### src/rtl/fcs_pkg.sv
package fcs_pkg;

   typedef enum logic [2:0] {
      MD_READ  = 3'd0,
      MD_SIGN  = 3'd1,
      MD_PROG  = 3'd2,
      MD_BLKER = 3'd3,
      MD_CHPER = 3'd4,
      MD_SUSP  = 3'd5
   } mode_e;

   typedef enum logic [2:0] {
      ST_UNL0,
      ST_UNL1,
      ST_CODE,
      ST_PDATA,
      ST_EUNL0,
      ST_EUNL1,
      ST_ECONF
   } step_e;

   typedef struct packed {
      logic prog;
      logic blk;
      logic chip;
      logic susp;
      logic res;
   } launch_t;

   localparam logic [7:0] C_PROG   = 8'hA0;
   localparam logic [7:0] C_ESETUP = 8'h80;
   localparam logic [7:0] C_CHIP   = 8'h10;
   localparam logic [7:0] C_BLKRES = 8'h30;
   localparam logic [7:0] C_SUSP   = 8'hB0;
   localparam logic [7:0] C_SIGN   = 8'h90;
   localparam logic [7:0] C_RESET  = 8'hF0;

   localparam int          KEY_MAX = 16;
   localparam logic [15:0] KEY_A0  = 16'h5555;
   localparam logic [15:0] KEY_A1  = 16'h2AAA;
   localparam logic [7:0]  KEY_D0  = 8'hAA;
   localparam logic [7:0]  KEY_D1  = 8'h55;

endpackage

### src/rtl/fcs_unlock_match.sv
module fcs_unlock_match
   import fcs_pkg::*;
#(
   parameter int KEY_BITS = 15
) (
   input  logic [KEY_BITS-1:0] key_addr,
   input  logic [7:0]          code,
   output logic [1:0]          hit
);

   if (KEY_BITS < 1 || KEY_BITS > KEY_MAX) begin : g_bad_key
      $error("fcs_unlock_match: KEY_BITS out of range");
   end

   for (genvar i = 0; i < 2; i++) begin : g_pair
      localparam logic [15:0] ADDR_K = (i == 0) ? KEY_A0 : KEY_A1;
      localparam logic [7:0]  DATA_K = (i == 0) ? KEY_D0 : KEY_D1;
      assign hit[i] = (key_addr == ADDR_K[KEY_BITS-1:0]) && (code == DATA_K);
   end

endmodule

### src/rtl/fcs_seq_fsm.sv
module fcs_seq_fsm
   import fcs_pkg::*;
#(
   parameter bit SUSPEND_EN = 1'b1
) (
   input  logic       clk,
   input  logic       rst_n,
   input  logic       wr_en,
   input  logic [7:0] code,
   input  logic [1:0] hit,
   input  logic       eng_done,
   output mode_e      mode,
   output launch_t    ev
);

   step_e step, step_n;
   mode_e mode_n;
   logic  busy;
   logic  bad;
   logic  susp_ok;

   if (SUSPEND_EN) begin : g_susp_on
      assign susp_ok = 1'b1;
   end else begin : g_susp_off
      assign susp_ok = 1'b0;
   end

   assign busy = (mode == MD_PROG) || (mode == MD_BLKER) || (mode == MD_CHPER);

   always_comb begin
      step_n = step;
      mode_n = mode;
      ev     = '0;
      bad    = 1'b0;
      if (eng_done && busy) begin
         mode_n = MD_READ;
         step_n = ST_UNL0;
      end else if (wr_en) begin
         unique case (mode)
            MD_READ, MD_SIGN: begin
               if (code == C_RESET) begin
                  mode_n = MD_READ;
                  step_n = ST_UNL0;
               end else begin
                  step_n = ST_UNL0;
                  case (step)
                     ST_UNL0:  if (hit[0]) step_n = ST_UNL1; else bad = 1'b1;
                     ST_UNL1:  if (hit[1]) step_n = ST_CODE; else bad = 1'b1;
                     ST_CODE: begin
                        if (code == C_PROG)        step_n = ST_PDATA;
                        else if (code == C_ESETUP) step_n = ST_EUNL0;
                        else if (code == C_SIGN)   mode_n = MD_SIGN;
                        else                       bad    = 1'b1;
                     end
                     ST_PDATA: begin
                        ev.prog = 1'b1;
                        mode_n  = MD_PROG;
                     end
                     ST_EUNL0: if (hit[0]) step_n = ST_EUNL1; else bad = 1'b1;
                     ST_EUNL1: if (hit[1]) step_n = ST_ECONF; else bad = 1'b1;
                     ST_ECONF: begin
                        if (code == C_CHIP) begin
                           ev.chip = 1'b1;
                           mode_n  = MD_CHPER;
                        end else if (code == C_BLKRES) begin
                           ev.blk = 1'b1;
                           mode_n = MD_BLKER;
                        end else begin
                           bad = 1'b1;
                        end
                     end
                     default: bad = 1'b1;
                  endcase
                  if (bad) mode_n = MD_READ;
               end
            end
            MD_BLKER: begin
               if (susp_ok && code == C_SUSP) begin
                  ev.susp = 1'b1;
                  mode_n  = MD_SUSP;
               end
            end
            MD_SUSP: begin
               if (code == C_BLKRES) begin
                  ev.res = 1'b1;
                  mode_n = MD_BLKER;
               end
            end
            default: ;
         endcase
      end
   end

   always_ff @(posedge clk or negedge rst_n) begin
      if (!rst_n) begin
         step <= ST_UNL0;
         mode <= MD_READ;
      end else begin
         step <= step_n;
         mode <= mode_n;
      end
   end


   busy_done_chk: assert property (@(posedge clk) disable iff (!rst_n)
      (eng_done && busy) |=> (mode == MD_READ));


   susp_entry_chk: assert property (@(posedge clk) disable iff (!rst_n)
      (mode == MD_SUSP && $past(mode) != MD_SUSP) |-> ($past(mode) == MD_BLKER && $past(wr_en)));


   busy_hold_chk: assert property (@(posedge clk) disable iff (!rst_n)
      ((mode == MD_PROG || mode == MD_CHPER) && !eng_done) |=> (mode == $past(mode)));


   prog_entry_chk: assert property (@(posedge clk) disable iff (!rst_n)
      (mode == MD_PROG && $past(mode) != MD_PROG) |-> $past(wr_en));


   susp_done_chk: assert property (@(posedge clk) disable iff (!rst_n)
      (mode == MD_SUSP && eng_done && !wr_en) |=> (mode == MD_SUSP));

endmodule

### src/rtl/fcs_launch.sv
module fcs_launch
   import fcs_pkg::*;
#(
   parameter int ADDR_W = 18,
   parameter int DATA_W = 8
) (
   input  logic              clk,
   input  logic              rst_n,
   input  launch_t           ev,
   input  logic [ADDR_W-1:0] wr_addr,
   input  logic [DATA_W-1:0] wr_data,
   output launch_t           pls,
   output logic [ADDR_W-1:0] op_addr,
   output logic [DATA_W-1:0] op_data
);

   logic capture;
   logic any_start;

   assign capture   = ev.prog | ev.blk | ev.chip;
   assign any_start = pls.prog | pls.blk | pls.chip;

   always_ff @(posedge clk or negedge rst_n) begin
      if (!rst_n) begin
         pls     <= '0;
         op_addr <= '0;
         op_data <= '0;
      end else begin
         pls <= ev;
         if (capture) begin
            op_addr <= wr_addr;
            op_data <= wr_data;
         end
      end
   end


   pulse_excl_chk: assert property (@(posedge clk) disable iff (!rst_n)
      $onehot0(pls));


   start_single_chk: assert property (@(posedge clk) disable iff (!rst_n)
      any_start |=> !any_start);

endmodule

### src/rtl/flash_cmd_seq.sv
module flash_cmd_seq
   import fcs_pkg::*;
#(
   parameter int ADDR_W     = 18,
   parameter int DATA_W     = 8,
   parameter int KEY_BITS   = 15,
   parameter bit SUSPEND_EN = 1'b1
) (
   input  logic              clk,
   input  logic              rst_n,
   input  logic              wr_en,
   input  logic [ADDR_W-1:0] wr_addr,
   input  logic [DATA_W-1:0] wr_data,
   input  logic              eng_done,
   output logic [2:0]        mode_o,
   output logic              prog_start,
   output logic              blk_erase_start,
   output logic              chip_erase_start,
   output logic              suspend_req,
   output logic              resume_req,
   output logic [ADDR_W-1:0] op_addr,
   output logic [DATA_W-1:0] op_data
);

   localparam int CODE_W = 8;

   if (DATA_W < CODE_W) begin : g_bad_data
      $error("flash_cmd_seq: DATA_W must hold a command code");
   end
   if (ADDR_W < KEY_BITS) begin : g_bad_addr
      $error("flash_cmd_seq: ADDR_W narrower than KEY_BITS");
   end

   logic [CODE_W-1:0] code;
   logic [1:0]        hit;
   mode_e             mode;
   launch_t           ev;
   launch_t           pls;

   assign code = wr_data[CODE_W-1:0];

   fcs_unlock_match #(.KEY_BITS(KEY_BITS)) u_match (
      .key_addr (wr_addr[KEY_BITS-1:0]),
      .code     (code),
      .hit      (hit)
   );

   fcs_seq_fsm #(.SUSPEND_EN(SUSPEND_EN)) u_fsm (
      .clk      (clk),
      .rst_n    (rst_n),
      .wr_en    (wr_en),
      .code     (code),
      .hit      (hit),
      .eng_done (eng_done),
      .mode     (mode),
      .ev       (ev)
   );

   fcs_launch #(.ADDR_W(ADDR_W), .DATA_W(DATA_W)) u_launch (
      .clk     (clk),
      .rst_n   (rst_n),
      .ev      (ev),
      .wr_addr (wr_addr),
      .wr_data (wr_data),
      .pls     (pls),
      .op_addr (op_addr),
      .op_data (op_data)
   );

   assign mode_o           = mode;
   assign prog_start       = pls.prog;
   assign blk_erase_start  = pls.blk;
   assign chip_erase_start = pls.chip;
   assign suspend_req      = pls.susp;
   assign resume_req       = pls.res;


   prog_mode_chk: assert property (@(posedge clk) disable iff (!rst_n)
      prog_start |-> (mode == MD_PROG));


   blk_mode_chk: assert property (@(posedge clk) disable iff (!rst_n)
      blk_erase_start |-> (mode == MD_BLKER));


   chip_mode_chk: assert property (@(posedge clk) disable iff (!rst_n)
      chip_erase_start |-> (mode == MD_CHPER));

endmodule

### config.mk
export PLATFORM = sky130hd
export DESIGN_NAME = flash_cmd_seq
export DESIGN_NICKNAME = d
export VERILOG_FILES = /design/src/rtl/fcs_pkg.sv /design/src/rtl/fcs_unlock_match.sv /design/src/rtl/fcs_seq_fsm.sv /design/src/rtl/fcs_launch.sv /design/src/rtl/flash_cmd_seq.sv
export SDC_FILE = /design/constraint.sdc
export NUM_CORES = 1
export LEC_CHECK = 0
export ABC_AREA = 1
export BUFFER_PORTS_ARGS = -buffer_cell sky130_fd_sc_hd__buf_2
export CORE_AREA = 10 10 83 85
export DETAILED_ROUTE_END_ITERATION = 8
export DIE_AREA = 0 0 93 95
export PLACE_DENSITY = 0.77
export SKIP_LAST_GASP = 1
export SLEW_MARGIN = 15
export SYNTH_ARGS = -nofsm -noshare
export SYNTH_HDL_FRONTEND = slang
export SYNTH_HIERARCHICAL = 1
export SYNTH_SLANG_ARGS = --single-unit
### constraint.sdc
create_clock -name clk -period 3.6 [get_ports clk]
set_input_delay 1.08 -clock clk [delete_from_list [all_inputs] [get_ports clk]]
set_output_delay 1.08 -clock clk [all_outputs]
set_load 0.05 [all_outputs]
=== Yosys cells after proc, flatten, opt, wreduce, memory -nomap -nowiden ===
Index checks and enable logic that the tools add are counted.

* Equal/unequal tests: 27
* Bitwise gates (word level): 2
* Reductions and logical operators: 15
* Mux-type cells: 47

{| class="wikitable"
|+ Operator list
! cell !! count
|-
| two-way mux 3 bit || 20
|-
| equality test 8 bit, second input constant || 6
|-
| two-way mux 1 bit || 19
|-
| one-hot mux 3 bit (3 select lines) || 2
|-
| equality test 15 x 14 -> 1 bit, second input constant || 1
|-
| equality test 15 bit, second input constant || 1
|-
| equality test 3 bit, second input constant || 5
|-
| one-hot mux 3 bit (5 select lines) || 1
|-
| equality test 3 x 2 -> 1 bit, second input constant || 4
|-
| inequality test 6 x 4 -> 1 bit, second input constant || 2
|-
| two-way mux 5 bit || 2
|-
| equality test 8 x 5 -> 1 bit, second input constant || 1
|-
| equality test 8 x 6 -> 1 bit, second input constant || 1
|-
| equality test 8 x 7 -> 1 bit, second input constant || 1
|-
| inequality test 7 x 4 -> 1 bit, second input constant || 1
|-
| AND reduction 7 bit || 1
|-
| equality test 3 x 1 -> 1 bit, second input constant || 2
|-
| logical NOT 3 bit || 2
|-
| inequality test 6 x 2 -> 1 bit, second input constant || 1
|-
| OR reduction 2 bit || 3
|-
| one-hot mux 1 bit (5 select lines) || 1
|-
| two-way mux 2 bit || 2
|-
| nonzero test 2 bit || 2
|-
| nonzero test 4 bit || 1
|-
| other kinds (5) || 9
|}

* Register bits: 37
* Output and inout port bits: 34

=== Logic depth before layout (Yosys ltp) ===
Gate-level depths: netlist of run 1.

* Depth in word-level cells: 14
* Depth in mapped cells: 14
* Depth with buffers taken out: 14

=== Cells and area by module ===
Netlist of run 1, hierarchy kept.

{| class="wikitable"
|+ By module, submodules not included
! module !! seq. area each (µm²) !! area each (µm²) !! cells an instance !! times used
|-
| fcs_launch || 775.7 || 1174.9 || 118 || 1
|-
| fcs_seq_fsm || 150.1 || 855.8 || 138 || 1
|-
| fcs_unlock_match || 0.0 || 202.7 || 49 || 1
|}

=== Worst setup path after synthesis of run 1 ===
No wires, ideal clock.

* Path kind: input to register
* Start: input port wr_data[3]
* End: register u_launch.op_addr[10]
* Arrival time: 2.239 ns
* Required time: 3.482 ns
* Cell stages on the path: 7
* Setup slack: 1.243 ns
* Path buffers: 1
* Cells stage by stage: nor2_1 nand2_1 nor4_1 nor2_4 buf_4 nand3_1 nand2_1

{| class="wikitable"
|+ RTL lines
! what !! line !! source
|-
| start, declared || flash_cmd_seq.sv:13 || <nowiki>input logic [DATA_W-1:0] wr_data,</nowiki>
|-
| end signal, assigned || fcs_launch.sv:31 || <nowiki>op_addr <= wr_addr;</nowiki>
|-
| end, declared || fcs_launch.sv:13 || <nowiki>output logic [ADDR_W-1:0] op_addr,</nowiki>
|}

==> flow_summary.yaml, run 1 <==
grt:
  grt_max_degree: 38
  grt_pass1_vias: 2080
  grtUsageTotal: 0.133
  grt_remaining_overflow: 0
  antenna_found_initial: 1
  grt_pass1_wl_um: 9580
worst_setup_path:
  worstSetupStartpointType: "input port"
  cp-end-kind: "register"
  criticalPathCategory: "input port to register"
  critPathMaxFanout: 27
  arrival_ns: 2.82
  cp.required_ns: 3.82
logic_synthesis:
  synthXorXnorAreaFrac: 0
  yosysWarnings: 6
  synth-compound-area-share: 0.0409
  postSynthCellCount: 305
  yosys.area.top_type: "dfrtp_1"
  syn_avg_cell_area_um2: 7.32
  yosysSeqAreaShare: 0.415
  synthSimpleGateAreaFrac: 0.456
  muxShareOfSynthArea: 0
  synthAdderAreaFrac: 0
  netlist_area_um2: 2230
  ys_seq_elements: 37
  syn_nets: 335
  synth_top_family_by_area: "simple AND/OR/NAND/NOR gates"
  synthTopCellsByArea: "dfrtp_1 (41%), nand2_1 (17%), nand3_1 (8.3%)"
  synth_top_area_frac: 0.415
  ys_types: 27
detailed_routing:
  drcViolationCount: 0
  wl_per_cell_um: 13.2
  dr.pass1.iters: 5
  vias: 2162
  ant_nets: 0
  dr.first_iter.drc_count: 88
  viasPerCell: 4.89
  routed_wl_um: 5820
cts:
  clk_pin_slew_ns: 0.08
  htree_levels: 2
  insertion_delay_ns: 0.29
  cts-root-buf: "clkbuf_8"
  clockBufferDepth: 2
  numCtsBuffers: 5
  cts_hold_buf: 0
  cts_tree: "done"
  ctsResizeCount: 0
  cts.sinks: 37
  post_cts_buffers: 0
timing:
  worstMarginPinSlew_ns: 0.805
  layout_min_cycle_time_ns: 2.60
  finalHoldViolations: 0
  whs_ns: 0.509
  slew_headroom: 0.463
  slew_violations: 0
  setup_viol: 0
  grt_setup_unrepaired: "no"
  tns_ns: 0
  skew_ns: 0.00894
  finalCritPeriodShare: 0.723
  setup_slack_ns: 0.997
  fmax_mhz: 384
cells_and_area:
  nets: 398
  utilization: 0.500
  final_area_um2: 2670
  area_growth_syn_to_layout_pct: 19.6
  drive_gt1_frac: 0.293
die:
  fp.coreArea_um2: 5340
  die_w_um: 93
  ioPinCount: 64
  dieHeight_um: 95
  rows: 27
  initial_utilization: 0.418
  die-area_um2: 8840
status:
  status: "complete, no violations"
placed_design:
  dpl_cell_area_um2: 2580
  port_buffers: 63
  dp_hpwl_um: 4440
  place_ws_ns: 0.701
  gp_congestion: 0.897
job:
  maxCapViolations: 0
min_path:
  worstHoldPathType: "register to register"
pwr:
  p_per_area_nw_per_um2: 375
  peakVddDrop_mv: 0.175
  power_leakage_nw: 1.49
[synthesized netlist by cell type, drive strengths merged]
master  number
inv         37
o21ai        4
a31oi        3
nand3       40
buf          7
nor4         2
nand2      115
a41oi        1
dfrtp       37
nand3b       1
nand4        1
nor2        42
o22ai        4
nor3         8
a21oi        3
[cells in the final DEF, fill, tap and decap left out, drive strengths merged, types with 2 or more instances in the layout]
cell type  count
nand2        115
buf           63
nor2          42
nand3         40
dfrtp         37
inv           37
nor3           8
clkbuf         6
o22ai          4
o21ai          4
a21oi          3
a31oi          3
clkinvlp       2
nor4           2
[cell type report]
class	instances	area, µm²
fillers	543	2670
multi-input cells	224	1110
flip-flops and latches	37	926
repair buffers	63	315
inverters	37	139
well taps	72	90.1
clock buffers	6	72.6
clock inverters	2	15.0
diodes	1	2.50
[registers in the layout, summed over array words and instances (netlist names)]
signal / count
u_fsm/mode: 3
u_launch/pls: 5
u_launch/op_addr: 18
u_fsm/step: 3
u_launch/op_data: 8
[cell families after synthesis]
kind of cell / count (synthesis)
AO/OA/AOI/OAI: 15
buffers and inverters: 44
flip-flops: 37
AND/OR/NAND/NOR: 209
[worst max-delay path: stages]
cell and delay [ns]:
buf_2 0.13, nor2_1 0.14, nand2_1 0.16, nor4_1 0.55, nor2_4 0.27, nand2_4 0.30
nand2_1 0.10, nand2_1 0.08
[metrics by stage]
step,std cells,power (W)
3_5_place_dp,433,0.000726
2_1_floorplan,305,0.000641
6_report,442,0.00100
4_1_cts,441,0.00102
3_3_place_gp,433,0.000724
5_1_grt,442,0.00105
[power breakdown]
group	switching [W]	internal [W]	total, W
registers	0.0000176	0.000447	0.000465
clock network	0.000151	0.000136	0.000287
logic	0.000189	0.0000609	0.000250
total	0.000357	0.000645	0.00100
[layer usage]
| metal | vias to the layer above | GRT usage | routed length (µm) |
|---|---|---|---|
| met4 | 0 | 0.0540 | 75 |
| met1 | 978 | 0.155 | 2490 |
| met5 | - | 0 | 0 |
| li1 | 1088 | - | - |
| met2 | 87 | 0.223 | 2830 |
| met3 | 9 | 0.0389 | 427 |
[worst paths after layout]
path	cells past startpoint	endpoint	slack, ns	from
worst max-delay path	8	u_launch/op_addr[1]	1.0	wr_data[3]
worst min-delay path	2	u_launch/op_addr[6]	0.51	u_launch/op_addr[6]
worst max register to register	9	u_launch/op_addr[1]	1.39	u_fsm/step[0]
worst min register to register	2	u_launch/op_addr[6]	0.51	u_launch/op_addr[6]
max in group asynchronous	1	u_launch/op_addr[17]	2.21	rst_n
min in group asynchronous	1	u_launch/pls[3]	0.87	rst_n
(Power assumes the default switching activity.)
==> inputs of run 2 (changes only) <==
Settings changed: PLACE_DENSITY 0.77 to 0.8.
Clock period 3.6 ns to 2.2 ns, I/O delays scaled along.
==> run 2 against run 1 <==
Net effect: clock power rose by 70%; first-iteration DRC count rose by 39%; cell area rose by 2.7%; final cell count rose by 1.6%; sequential share of layout area fell by 0.92 points; critical path depth rose by 5; critical endpoint is now u_fsm/mode[1]; sequential power rose by 63%; via count rose by 1.3%.
==> flow_summary.yaml, run 2 (synthesized netlist as in run 1, its figures left out) <==
grt:
  grt_pass1_vias: 2173
  antenna_found_initial: 0
  grt_max_degree: 27
  grtUsageTotal: 0.136
  grt_pass1_wl_um: 9800
  grt_remaining_overflow: 0
die:
  dieHeight_um: 95
  initial_utilization: 0.418
  fp.coreArea_um2: 5340
  die-area_um2: 8840
  die_w_um: 93
  rows: 27
  ioPinCount: 64
worst_setup_path:
  critPathMaxFanout: 9
  crit_family: "simple AND/OR/NAND/NOR gates"
  reg2reg_depth: 10
  arrival_ns: 2.07
  slowest_stage: "buf_2"
  worstSetupStartpointType: "input port"
  cp_num_buf_inv: 2
  criticalPathCategory: "input port to register"
  critPathMaxStageDelay_ns: 0.23
  worst-path-stages: 13
  cp.required_ns: 2.44
  cp-end-kind: "register"
  cp_cell_sequence: "buf_2, inv_1, nor2_1, nand2_1, nor2_2, nand2_1, nor2_2, nor3_1, nor2_2, nand3_4, o21ai_0, nand3_1, nand2_1"
cells_and_area:
  final_cells: 449
  nets: 406
  final_cell_mix: "nand2_1 (104), buf_2 (63), nand3_1 (37), dfrtp_1 (37), inv_1 (30)"
  regMostFlops: "u_launch/op_addr"
  largest_reg_flops: 18
  diodes: 0
  area_growth_syn_to_layout_pct: 22.8
  reg_top3: "u_launch/op_addr (18), u_launch/op_data (8), u_launch/pls (5)"
  drive_gt1_frac: 0.310
  utilization: 0.514
  layout_commonest_cell: "nand2_1"
cts:
  insertion_delay_ns: 0.30
  ctsResizeCount: 0
  post_cts_buffers: 0
  cts-root-buf: "clkbuf_8"
  cts_hold_buf: 0
  cts_tree: "done"
  clk_pin_slew_ns: 0.08
  htree_levels: 2
  cts.sinks: 37
  numCtsBuffers: 5
  clockBufferDepth: 2
detailed_routing:
  drcViolationCount: 0
  dr.first_iter.drc_count: 122
  ant_nets: 0
  wl_per_cell_um: 13.2
  dr.pass1.iters: 4
  viasPerCell: 4.88
  vias: 2190
  routed_wl_um: 5910
timing:
  finalHoldViolations: 0
  finalCritPeriodShare: 0.832
  layout_min_cycle_time_ns: 1.83
  skew_ns: 0.0105
  grt_setup_unrepaired: "no"
  tns_ns: 0
  slew_headroom: 0.691
  setup_viol: 0
  worstMarginPinSlew_ns: 0.464
  fmax_mhz: 546
  slew_violations: 0
status:
  status: "complete, no violations"
placed_design:
  dp.cells: 441
  port_buffers: 63
  dp_hpwl_um: 4620
  gp_congestion: 0.897
pwr:
  p_per_area_nw_per_um2: 607
  power_leakage_nw: 1.54
  peakVddDrop_mv: 0.392
job:
  maxCapViolations: 0
min_path:
  worstHoldPathType: "input port to async pin"
[run 2: cell types whose count changed in the layout (fill, tap and decap cells not counted), sizes merged]
| cell | change |
|---|---|
| buf | +8 |
| clkinv | +1 |
| clkinvlp | -1 |
| inv | +1 |
| diode | -1 |
| clkbuf | -1 |
[run 2: where the power goes]
| part | total [W] | switching [W] | internal, W |
|---|---|---|---|
| Sequential | 0.000760 | 0.0000283 | 0.000732 |
| Clock | 0.000489 | 0.000264 | 0.000225 |
| Combinational | 0.000415 | 0.000311 | 0.000103 |
[run 2: final timing paths]
path / start / end / slack, ns
setup reg to reg: u_fsm/mode[1] / u_launch/op_addr[1] / 0.44
max in group asynchronous: rst_n / u_launch/op_addr[7] / 1.44
setup / recovery: wr_data[5] / u_fsm/mode[1] / 0.37
min in group clk: u_launch/op_addr[11] / u_launch/op_addr[11] / 0.51
hold / removal: rst_n / u_fsm/mode[0] / 0.31
hold reg to reg: u_launch/op_addr[11] / u_launch/op_addr[11] / 0.51
[run 2: cell type report]
class                      count  area (µm²)
clock buffer                   5        68.8
clock inverter                 3        21.3
fill                         523        2590
inverter                      37         139
multi-input combinational    224        1110
sequential                    37         926
tap                           72        90.1
timing repair buffer          71         388
[run 2: per-stage QoR]
stage	hold slack, ns	area (µm²)	total power, W	worst slack (ns)
after global placement	0.491	2650	0.00119	0.0805
final	0.306	2740	0.00166	0.369
after global routing	0.316	2740	0.00175	0.250
after detailed placement	0.492	2650	0.00119	0.0546
after floorplan	0.364	2230	0.00105	0.202
after CTS	0.314	2740	0.00169	0.374
[run 2: metal layers]
metal,track usage,wire length [µm]
met1,0.155,2480
met2,0.230,2800
met3,0.0508,524
met4,0.0488,104
met5,0,0
[run 2: worst register-to-register path, cell delays in order, from the launching register on]
cell and delay (ns):
dfrtp_1 0.41, inv_1 0.14, nand2_2 0.12, nor2_1 0.14, nand2_1 0.09, nor4_1 0.17, buf_4 0.17, nor2_4 0.05
nand2_4 0.23, nand2_1 0.10, nand2_1 0.07
